--- src/rtl/tod_xfer_pkg.sv ---
package tod_xfer_pkg;

  // Reject reason for a move command, in checking order
  typedef enum logic [1:0] {
    XERR_IDLE_TOD = 2'd0,
    XERR_NO_CMD   = 2'd1,
    XERR_NO_TGT   = 2'd2,
    XERR_NOT_RDY  = 2'd3
  } xfer_err_e;

  // Bit positions in the 64-bit write word (LSB-0 numbering)
  localparam int unsigned MODE_BIT = 28;   // set: full-address mode
  localparam int unsigned CMD_BIT  = 63;   // move command bit
  localparam int unsigned ADDR_LO  = 32;   // target address occupies [63:32]
  localparam int unsigned ID_LO    = 32;   // core number occupies [36:32]

endpackage

--- src/rtl/tod_xfer_gate.sv ---
module tod_xfer_gate #(
  parameter int unsigned NCORES = 4,
  parameter int unsigned IDX_W  = 2
) (
  input  logic              clk,
  input  logic              rst_n,
  input  logic              move_wr,
  input  logic              cmd_bit,
  input  logic              running,
  input  logic              tgt_valid,
  input  logic [IDX_W-1:0]  tgt_idx,
  input  logic [NCORES-1:0] core_ready,
  output logic [NCORES-1:0] sent_q,
  output logic              err_q,
  output logic [1:0]        code_q
);
  import tod_xfer_pkg::*;

  logic [NCORES-1:0] sent_d;
  logic              err_d;
  xfer_err_e         code_d;

  // Checks in fixed order; first failure names the code
  always_comb begin
    sent_d = '0;
    err_d  = 1'b0;
    code_d = XERR_IDLE_TOD;
    if (move_wr) begin
      if (!running) begin
        err_d  = 1'b1;
        code_d = XERR_IDLE_TOD;
      end else if (!cmd_bit) begin
        err_d  = 1'b1;
        code_d = XERR_NO_CMD;
      end else if (!tgt_valid) begin
        err_d  = 1'b1;
        code_d = XERR_NO_TGT;
      end else if (!core_ready[tgt_idx]) begin
        err_d  = 1'b1;
        code_d = XERR_NOT_RDY;
      end else begin
        sent_d[tgt_idx] = 1'b1;
      end
    end
  end

  always_ff @(posedge clk or negedge rst_n) begin
    if (!rst_n) begin
      sent_q <= '0;
      err_q  <= 1'b0;
      code_q <= 2'd0;
    end else begin
      sent_q <= sent_d;
      err_q  <= err_d;
      code_q <= code_d;
    end
  end

endmodule

--- config.mk ---
export PLATFORM = sky130hd
export DESIGN_NAME = tod_xfer_gate
export DESIGN_NICKNAME = d
export VERILOG_FILES = /design/src/rtl/tod_xfer_pkg.sv /design/src/rtl/tod_xfer_gate.sv
export SDC_FILE = /design/constraint.sdc
export NUM_CORES = 1
export LEC_CHECK = 0
export ABC_AREA = 1
export BUFFER_PORTS_ARGS = -buffer_cell sky130_fd_sc_hd__buf_2
export CORE_AREA = 2 2 39 41
export DETAILED_ROUTE_END_ITERATION = 10
export DIE_AREA = 0 0 41 43
export GPL_ROUTABILITY_DRIVEN = 0
export SLEW_MARGIN = 20
export SYNTH_ARGS = -nofsm -noshare
export SYNTH_HDL_FRONTEND = slang
export SYNTH_SLANG_ARGS = --single-unit
--- constraint.sdc ---
create_clock -name clk -period 0.8 [get_ports clk]
set_clock_uncertainty 0.2 [all_clocks]
set_input_delay 0.16 -clock clk [delete_from_list [all_inputs] [get_ports clk]]
set_output_delay 0.16 -clock clk [all_outputs]
set_load 0.005 [all_outputs]
**Yosys cells after proc, flatten, opt, wreduce, memory -nomap -nowiden**

Index checks and enable logic that the tools add are counted.

- Memories: 0
- Flip-flop bits (word level): 7
- Output and inout port bits: 7
- Memory bits (read-only): 0
- Bits in writable memories: 0
- Word-level logic and storage cells: 25
- Bits in latches: 0

- $mul: 0
- Divide/modulo/power cells: 0
- Bitwise logic cells: 0
- Reductions and logical operators: 1
- Shift-type cells: 0
- $lt $le $gt $ge: 2
- Mux-type cells: 19
- Equality and inequality tests: 0
- $add $sub $neg: 0

Operators by type and width:

| kind | number |
|---|---|
| $mux 4 | 5 |
| $mux 2 | 5 |
| $mux 1 | 7 |
| $lt 2x3->1 const B | 1 |
| $bmux 1 s2 | 1 |
| $demux 1 s2 | 1 |
| $ge 2x1->1 const B | 1 |
| $logic_and 1x1->1 | 1 |

**Longest topological paths before layout**

Gate-level depths: netlist of the first run.

- Word-level depth: 9
- Depth in mapped cells: 8
- Depth with buffers taken out: 8

**Worst setup path before layout of the first run**

OpenSTA, ideal clock, no wires.

- Path kind: input to register
- Start point: in tgt_idx[0]
- End point: reg err_q
- Cell stages on the path: 8
- Path buffers: 0
- Data required time: 0.487 ns
- Arrival time: 0.604 ns
- Path slack: -0.116 ns
- Cells stage by stage: inv_2 > nand2_1 > nand2_1 > nand2_2 > nand2_2 > nand3_4 > nand2_1 > inv_1

- Cells in the longest elaborated chain, start to end: 7

RTL lines:

| element | RTL line | source |
|---|---|---|
| from (decl) | tod_xfer_gate.sv:11 | `input logic [IDX_W-1:0] tgt_idx,` |
| $bmux 1 s2 | tod_xfer_gate.sv:38 | `end else if (!core_ready[tgt_idx]) begin` |
| $mux 1 (not written as such) | tod_xfer_gate.sv:38 |  |
| $mux 1 | tod_xfer_gate.sv:38 |  |
| $mux 1 | tod_xfer_gate.sv:35 | `end else if (!tgt_valid) begin` |
| $mux 1 | tod_xfer_gate.sv:32 | `end else if (!cmd_bit) begin` |
| $mux 1 | tod_xfer_gate.sv:29 | `if (!running) begin` |
| $mux 1 | tod_xfer_gate.sv:28 | `if (move_wr) begin` |
| net err_d | tod_xfer_gate.sv:20 | `logic err_d;` |
| to (signal assigned) | tod_xfer_gate.sv:54 | `err_q <= err_d;` |
| to (decl) | tod_xfer_gate.sv:14 | `output logic err_q,` |

The timed path passes the listed nets, and every way through them passes these cells. The select of a mux whose other input is x is not followed.

**Worst setup path after layout of the first run**

- Start point: reg sent_q[2]
- End point: out sent_q[2]

RTL lines:

| element | RTL line | source |
|---|---|---|
| from (decl) | tod_xfer_gate.sv:13 | `output logic [NCORES-1:0] sent_q,` |
| from (signal assigned) | tod_xfer_gate.sv:53 | `sent_q <= sent_d;` |

No word-level cell between the ends.

==> results of run 1 <==
## cells in the final DEF (no fill, tap or decap), drive strengths merged
master       instances
a21oi                2
buf                 23
clkbuf               4
dfrtp                7
dlygate4sd3          1
inv                  4
nand2               13
nand3                6
nor2                 4
## final timing paths
| kind | from | end | slack (ns) |
|---|---|---|---|
| max in group asynchronous | rst_n | sent_q[3] | 0.19 |
| hold / removal | cmd_bit | code_q[0] | -0.11 |
| setup / recovery | sent_q[2] | sent_q[2] | -0.28 |
| min in group asynchronous | rst_n | sent_q[2] | 0.06 |
## sequential cells by signal, summed over array words and instances (netlist names)
register	cells
err_q	1
code_q	2
sent_q	4
## area by class of cell
class,instances,share of cell area (%)
multi-input cells,25,27.4
repair buffers,24,27.6
well taps,16,3.62
inverters,4,4.98
clock buffers,4,4.75
flip-flops and latches,7,31.7
## through the flow
stage	hold WS [ns]	power, µW	setup TNS, ns	utilization, %
global placement	-0.209	498	-2.16	33.9
CTS	-0.118	842	-1.98	38.7
finish	-0.108	829	-1.93	40.0
detailed placement	-0.204	499	-2.27	33.9
global route	-0.0901	883	-2.33	40.0
floorplan	-0.336	422	-0.336	-
## layer usage
| layer | share of wire [%] | vias to the layer above |
|---|---|---|
| met2 | 55 | 13 |
| met1 | 33 | 140 |
| met3 | 9.1 | 2 |
| li1 | - | 169 |
| met4 | 2.7 | 0 |
| met5 | 0 | - |
## kinds of logic (layout without fill, tap and decap cells)
| group | after synthesis | after routing | share of synthesized area, % |
|---|---|---|---|
| buffers and inverters | 4 | 32 | 4.78 |
| DFF | 7 | 7 | 55.8 |
| and+or+nand+nor | 23 | 23 | 36.3 |
| AOI/OAI and AO/OA | 2 | 2 | 3.19 |
## power by group
group	total [µW]	switching [µW]	internal [µW]
clock network	310	120	190
logic	154	77.1	76.6
registers	365	1.37	363
## repair_timing
item,4_1_cts,5_1_grt
buffers inserted,1,0
gates resized for setup,7,5
endpoints found under the hold margin,11,3
endpoints found under the setup margin,13,12
pin swaps,5,6
==> flow_summary.toml, run 1 <==
[worst_setup_path]
worstPathMaxFanout = 1
cpPeakStageDelay_ns = 0.35
path_delay_family = "flip-flops"
crit_arrival_ns = 0.72
path_cells = "buf_2"
path_class = "reg2out"
endpoint_kind = "primary output"
path_buf_inv = 1
cp_slowest_cell = "dfrtp_1"
cp.depth = 1
start_kind = "register"
required_ns = 0.44

[routing]
totalWireLength_um = 629
drtIter0Drc = 0
first_pass_iters = 1
drc_errors = 0
wl_per_cell_um = 7.86
vias = 324
antenna_left = 0
viasPerCell = 4.05

[clock_network]
cts_buffer_depth = 2
cts_tree = "built"
cts_buffers = 3
clk_root_buffer_cell = "clkbuf_4"
clock_sinks = 7
h-tree-depth = 1
ctsHoldBuffers = 1
clkTransAtPathRegs_ns = 0.05

[sta]
drv_slew = 0
worst_slack_ns = -0.280
timing.hold.ws_ns = -0.108
slew_headroom_pct = 90.0
grt_setup_unrepaired = "yes"
finalCritPeriodShare_pct = 135
hold_violations = 3
max_freq_mhz = 926
report.final.setup_viol = 8
fin_crit_ns = 1.08
worstMarginPinSlew_ns = 0.150

[floorplanning]
dieHeight_um = 43
die_area_um2 = 1760
dieWidth_um = 41
ios = 19
start_util_pct = 22.7
coreArea_um2 = 1380
rows = 14

[synthesis]
yosys_warnings = 0
yosysMostFrequentCell = "nand2_1"
synth_nets = 48
ys.flop_type = "dfrtp_1"
synth-seq-cells = 7
ys_seq_area_share_pct = 55.8
synth.area.top_cells = "dfrtp_1 (56%), nand2_1 (12%), nand3_1 (8.0%)"
yosysTopAreaCell = "dfrtp_1"
syn_area_um2 = 314
synth_edf_count = 0
yosys-top-cells-count = "nand2_1 (10), dfrtp_1 (7), nand3_1 (5)"
netlist_instances = 36
synth_cell_types = 9
avgSynthCellArea_um2 = 8.72
async_reset_ff_share_pct = 100
synth_top_area_share_pct = 55.8

[final_layout]
ff_latch_area_um2 = 175
finalInstanceArea_um2 = 553
antennaDiodeCount = 0
drive_gt1_share_pct = 59.4
multi_input_area_um2 = 151
nets = 77
nFillCells = 139
area_delta_synth_final_pct = 76.1
fin_cells = 80

[global_route]
top_usage_layer = "met2"
globalRouteMet1Util_pct = 8.68
grt.met3_usage_pct = 1.57
antenna_found_initial = 0
grt-ovfl-total = 0
grtUsageMet2_pct = 13.1
grt_pass1_wl_um = 979
grt_use_total_pct = 8.43
grt_pass1_vias = 284
grt_max_degree = 8

[power_and_ir_drop]
leakage_uw = 0.000306
vdd_drop_max_mv = 0.355
power_density_nw_per_um2 = 1500

[placement]
port_buffers = 18
dpl_cell_area_um2 = 469
place_hpwl_um = 515
dp_cells = 74
preCtsSetupSlack_ns = -0.376

[run_status]
violations = "hold timing, setup timing"
outcome = "complete, but fails checks"

[hold_path]
hold_depth = 2
hold_class = "in2reg"

[flow_run]
cap_violations = 0
Note: power is estimated with default switching activity, not from simulation.
==> inputs of run 2 (changes only) <==
- BUFFER_PORTS_ARGS: -buffer_cell sky130_fd_sc_hd__buf_2 -> -buffer_cell sky130_fd_sc_hd__buf_4
==> flow_summary.toml, run 2 (synthesis gave the netlist of run 1 again) <==
[global_route]
grt_pass1_wl_mm = 1.01
antenna_found_initial = 0
grt_pass1_vias = 284
grt-ovfl-total = 0
grt_max_degree = 8
grt_use_total_pct = 9.05

[worst_setup_path]
path_class = "reg2out"
crit_arrival_ns = 0.73
path_buf_inv = 1
cpPeakStageDelay_ns = 0.37
required_ns = 0.44
path_cells = "buf_6"
endpoint_kind = "primary output"
worstPathMaxFanout = 1
path_delay_family = "flip-flops"
start_kind = "register"
cp_slowest_cell = "dfrtp_1"

[floorplanning]
rows = 14
ios = 19
start_util_pct = 22.7
dieWidth_um = 41
die_area_um2 = 1760
coreArea_um2 = 1380
dieHeight_um = 43

[flow_run]
cap_violations = 0

[clock_network]
cts_buffer_depth = 2
cts_buffers = 3
cts_tree = "built"
ctsHoldBuffers = 1
h-tree-depth = 1
clkTransAtPathRegs_ns = 0.05
clock_sinks = 7
clk_root_buffer_cell = "clkbuf_4"

[sta]
fin_crit_ns = 1.09
report.final.setup_viol = 9
finalCritPeriodShare_pct = 136
max_freq_mhz = 921
worst_slack_ns = -0.286
slew_headroom_pct = 91.3
worstMarginPinSlew_ns = 0.130
grt_setup_unrepaired = "yes"
hold_violations = 3
setup_tns_ns = -1.99
timing.hold.ws_ns = -0.113
drv_slew = 0

[final_layout]
antennaDiodeCount = 0
fin_util_pct = 46.3
drive_gt1_share_pct = 61.5
nFillCells = 137
top_regs = "sent_q x4, code_q x2, err_q x1"
ff_latch_area_um2 = 175
area_delta_synth_final_pct = 104
layout_commonest_cell = "buf_4"
finalInstanceArea_um2 = 641
layout_common_cells = "buf_4 (16), dfrtp_1 (7), buf_6 (7)"
multi_input_area_um2 = 163
largest_register = "sent_q"
largest_register_ffs = 4
nets = 78

[routing]
wl_met3_um = 52
antenna_left = 0
top_layer_used = "met3"
wl_per_cell_um = 8.43
drc_errors = 0
viasPerCell = 4.17
totalWireLength_um = 683
drtIter0Drc = 1
met2_length_um = 440
first_pass_iters = 2
m1WireLength_um = 190
vias = 338

[run_status]
violations = "hold timing, setup timing"
outcome = "complete, but fails checks"

[power_and_ir_drop]
power_density_nw_per_um2 = 1350
vdd_drop_max_mv = 0.436
leakage_uw = 0.000333

[placement]
place_hpwl_um = 575
port_buffers = 18
dpl_cell_area_um2 = 522

[hold_path]
hold_class = "in2reg"
## run 2: final cells by class
class	instances	share of cell area (%)
flip-flops and latches	7	27.3
clock buffers	4	4.10
well taps	16	3.13
multi-input cells	25	25.4
inverters	4	4.30
repair buffers	25	35.7
## run 2: path summary, 6_finish.rpt
kind,start,end,depth (start not counted)
worst min-delay path,cmd_bit,code_q[0],2
max in group asynchronous,rst_n,code_q[1],2
min in group asynchronous,rst_n,sent_q[2],2
worst max-delay path,sent_q[1],sent_q[1],1
## run 2: metrics by stage
step | power (µW) | setup WS (ns) | instances
floorplan | 422 | -0.114 | 36
global placement | 523 | -0.317 | 75
detailed placement | 526 | -0.337 | 75
CTS | 872 | -0.302 | 80
global route | 916 | -0.317 | 81
finish | 866 | -0.286 | 81
## run 2: report_power, final
part	internal (µW)	switching, µW
clock network	189	115
logic	109	85.2
registers	364	3.75
total	662	203
## run 2: repair_timing
item,in CTS,in global routing
setup buffers,0,1
pin swaps,6,4
setup endpoints to repair,13,12
hold endpoints to repair,14,3
gates resized for setup,14,6
## run 2: layer usage
metal | global-route usage [%] | vias to the layer above
met5 | 0 | -
met4 | 10.0 | 0
met3 | 1.57 | 0
met2 | 15.9 | 11
met1 | 6.80 | 157
li1 | - | 170
==> inputs of run 3 (changes only) <==
- MAX_ROUTING_LAYER: unset -> met4
- PLACE_DENSITY_LB_ADDON: unset -> 0.12
==> flow_summary.toml, run 3 (synthesis gave the netlist of run 1 again) <==
[routing]
antenna_left = 0
wl_per_cell_um = 7.90
drtIter0Drc = 5
first_pass_iters = 4
totalWireLength_um = 640
viasPerCell = 3.93
drc_errors = 0
vias = 318

[power_and_ir_drop]
leakage_uw = 0.000339
switching_share_pct = 23.9
power_density_nw_per_um2 = 1340
vdd_drop_max_mv = 0.399
p_comb_share_pct = 22.9
p_sw_uw = 209
seqPwrFrac_pct = 42.0
p_clk_share_pct = 35.1
p_int_uw = 665

[hold_path]
hold_class = "in2reg"
min_to = "code_q[0]"
holdCritStartpoint = "cmd_bit"
hold_depth = 2

[clock_network]
clock_sinks = 7
cts_tree = "built"
clkTransAtPathRegs_ns = 0.05
clk_root_buffer_cell = "clkbuf_4"
ctsHoldBuffers = 1
cts_buffers = 3
cts_buffer_depth = 2
h-tree-depth = 1

[final_layout]
layout_commonest_cell = "buf_4"
nFillCells = 153
layout_common_cells = "buf_4 (15), buf_6 (8), dfrtp_1 (7)"
fin_cells = 81
drive_gt1_share_pct = 66.2
largest_register = "sent_q"
nets = 78
antennaDiodeCount = 0
top_regs = "sent_q x4, code_q x2, err_q x1"
area_delta_synth_final_pct = 108
largest_register_ffs = 4

[sta]
finalCritPeriodShare_pct = 135
report.final.setup_viol = 8
fin_crit_ns = 1.08
setup_tns_ns = -1.98
worst_slack_ns = -0.281
drv_slew = 0
worstMarginPinSlew_ns = 0.115
slew_headroom_pct = 92.4
timing.hold.ws_ns = -0.116
grt_setup_unrepaired = "yes"
hold_violations = 3
max_freq_mhz = 925

[global_route]
grt_max_degree = 8
antenna_found_initial = 0
grt-ovfl-total = 0
grt_pass1_wl_um = 924
grt_pass1_vias = 247
grt_use_total_pct = 8.46

[run_status]
outcome = "complete, but fails checks"
violations = "hold timing, setup timing"

[floorplanning]
die_area_um2 = 1760
dieWidth_um = 41
ios = 19
rows = 14
dieHeight_um = 43
coreArea_um2 = 1380
start_util_pct = 22.7

[worst_setup_path]
cp_slowest_cell = "dfrtp_1"
start_kind = "register"
cpPeakStageDelay_ns = 0.36
crit_arrival_ns = 0.72
path_buf_inv = 1
worstPathMaxFanout = 1
endpoint_kind = "primary output"
required_ns = 0.44
path_cells = "buf_6"
path_class = "reg2out"
path_delay_family = "flip-flops"

[placement]
place_hpwl_um = 532
port_buffers = 18
dp_cells = 75

[flow_run]
cap_violations = 0
==> run 3: cell count changes in the layout (fill, tap and decap cells not counted) <==
| cell | delta |
|---|---|
| inv_2 | +1 |
| nand2_4 | +1 |
| buf_4 | -1 |
| buf_6 | +1 |
| nor2_1 | -1 |
| inv_1 | -1 |
| nor2_2 | +1 |
| nand2_1 | -1 |
==> run 3: power groups by stage <==
stage	clock network, µW	registers [µW]	logic (µW)
finish	307	367	200
global route	331	367	219
CTS	324	367	180
detailed placement	0	371	153
global placement	0	371	153
floorplan	0	373	49.4
==> run 3: timing repair <==
item / CTS / global route
resized for setup: 14 / 11
pin swaps: 7 / 5
endpoints found under the setup margin: 13 / 13
setup buffers: 1 / 0
endpoints found under the hold margin: 10 / 3
==> run 3: worst max path at each step <==
stage | from | slack, ns | end | depth (start not counted)
finish | code_q[0] | -0.28 | code_q[0] | 1
detailed placement | tgt_idx[0] | -0.35 | err_q | 9
global route | sent_q[1] | -0.31 | sent_q[1] | 1
global placement | tgt_idx[0] | -0.33 | err_q | 9
CTS | sent_q[0] | -0.29 | sent_q[0] | 1
floorplan | tgt_idx[0] | -0.11 | err_q | 8
==> run 3: stage by stage <==
stage	area [µm²]	utilization (%)	power [µW]	worst slack (ns)
6_report	654	47.3	874	-0.281
5_1_grt	654	47.3	917	-0.308
2_1_floorplan	329	-	422	-0.114
4_1_cts	617	44.6	871	-0.294
3_5_place_dp	522	37.7	524	-0.346
3_3_place_gp	522	37.7	524	-0.327
==> run 3: area by class of cell <==
| class | count | area, µm² | share of cell area (%) |
|---|---|---|---|
| Multi-Input combinational cell | 25 | 173 | 26.4 |
| Clock buffer | 4 | 26.3 | 4.02 |
| Timing Repair Buffer | 25 | 233 | 35.6 |
| Inverter | 4 | 27.5 | 4.21 |
| Tap cell | 16 | 20.0 | 3.06 |
| Sequential cell | 7 | 175 | 26.8 |
==> run 3: metal layers <==
layer	up-vias	track usage, %	part of all wire (%)
li1	169	-	-
met3	0	0	8.8
met4	0	12.0	0
met1	131	9.09	35
met2	18	11.3	56
met5	-	-	0
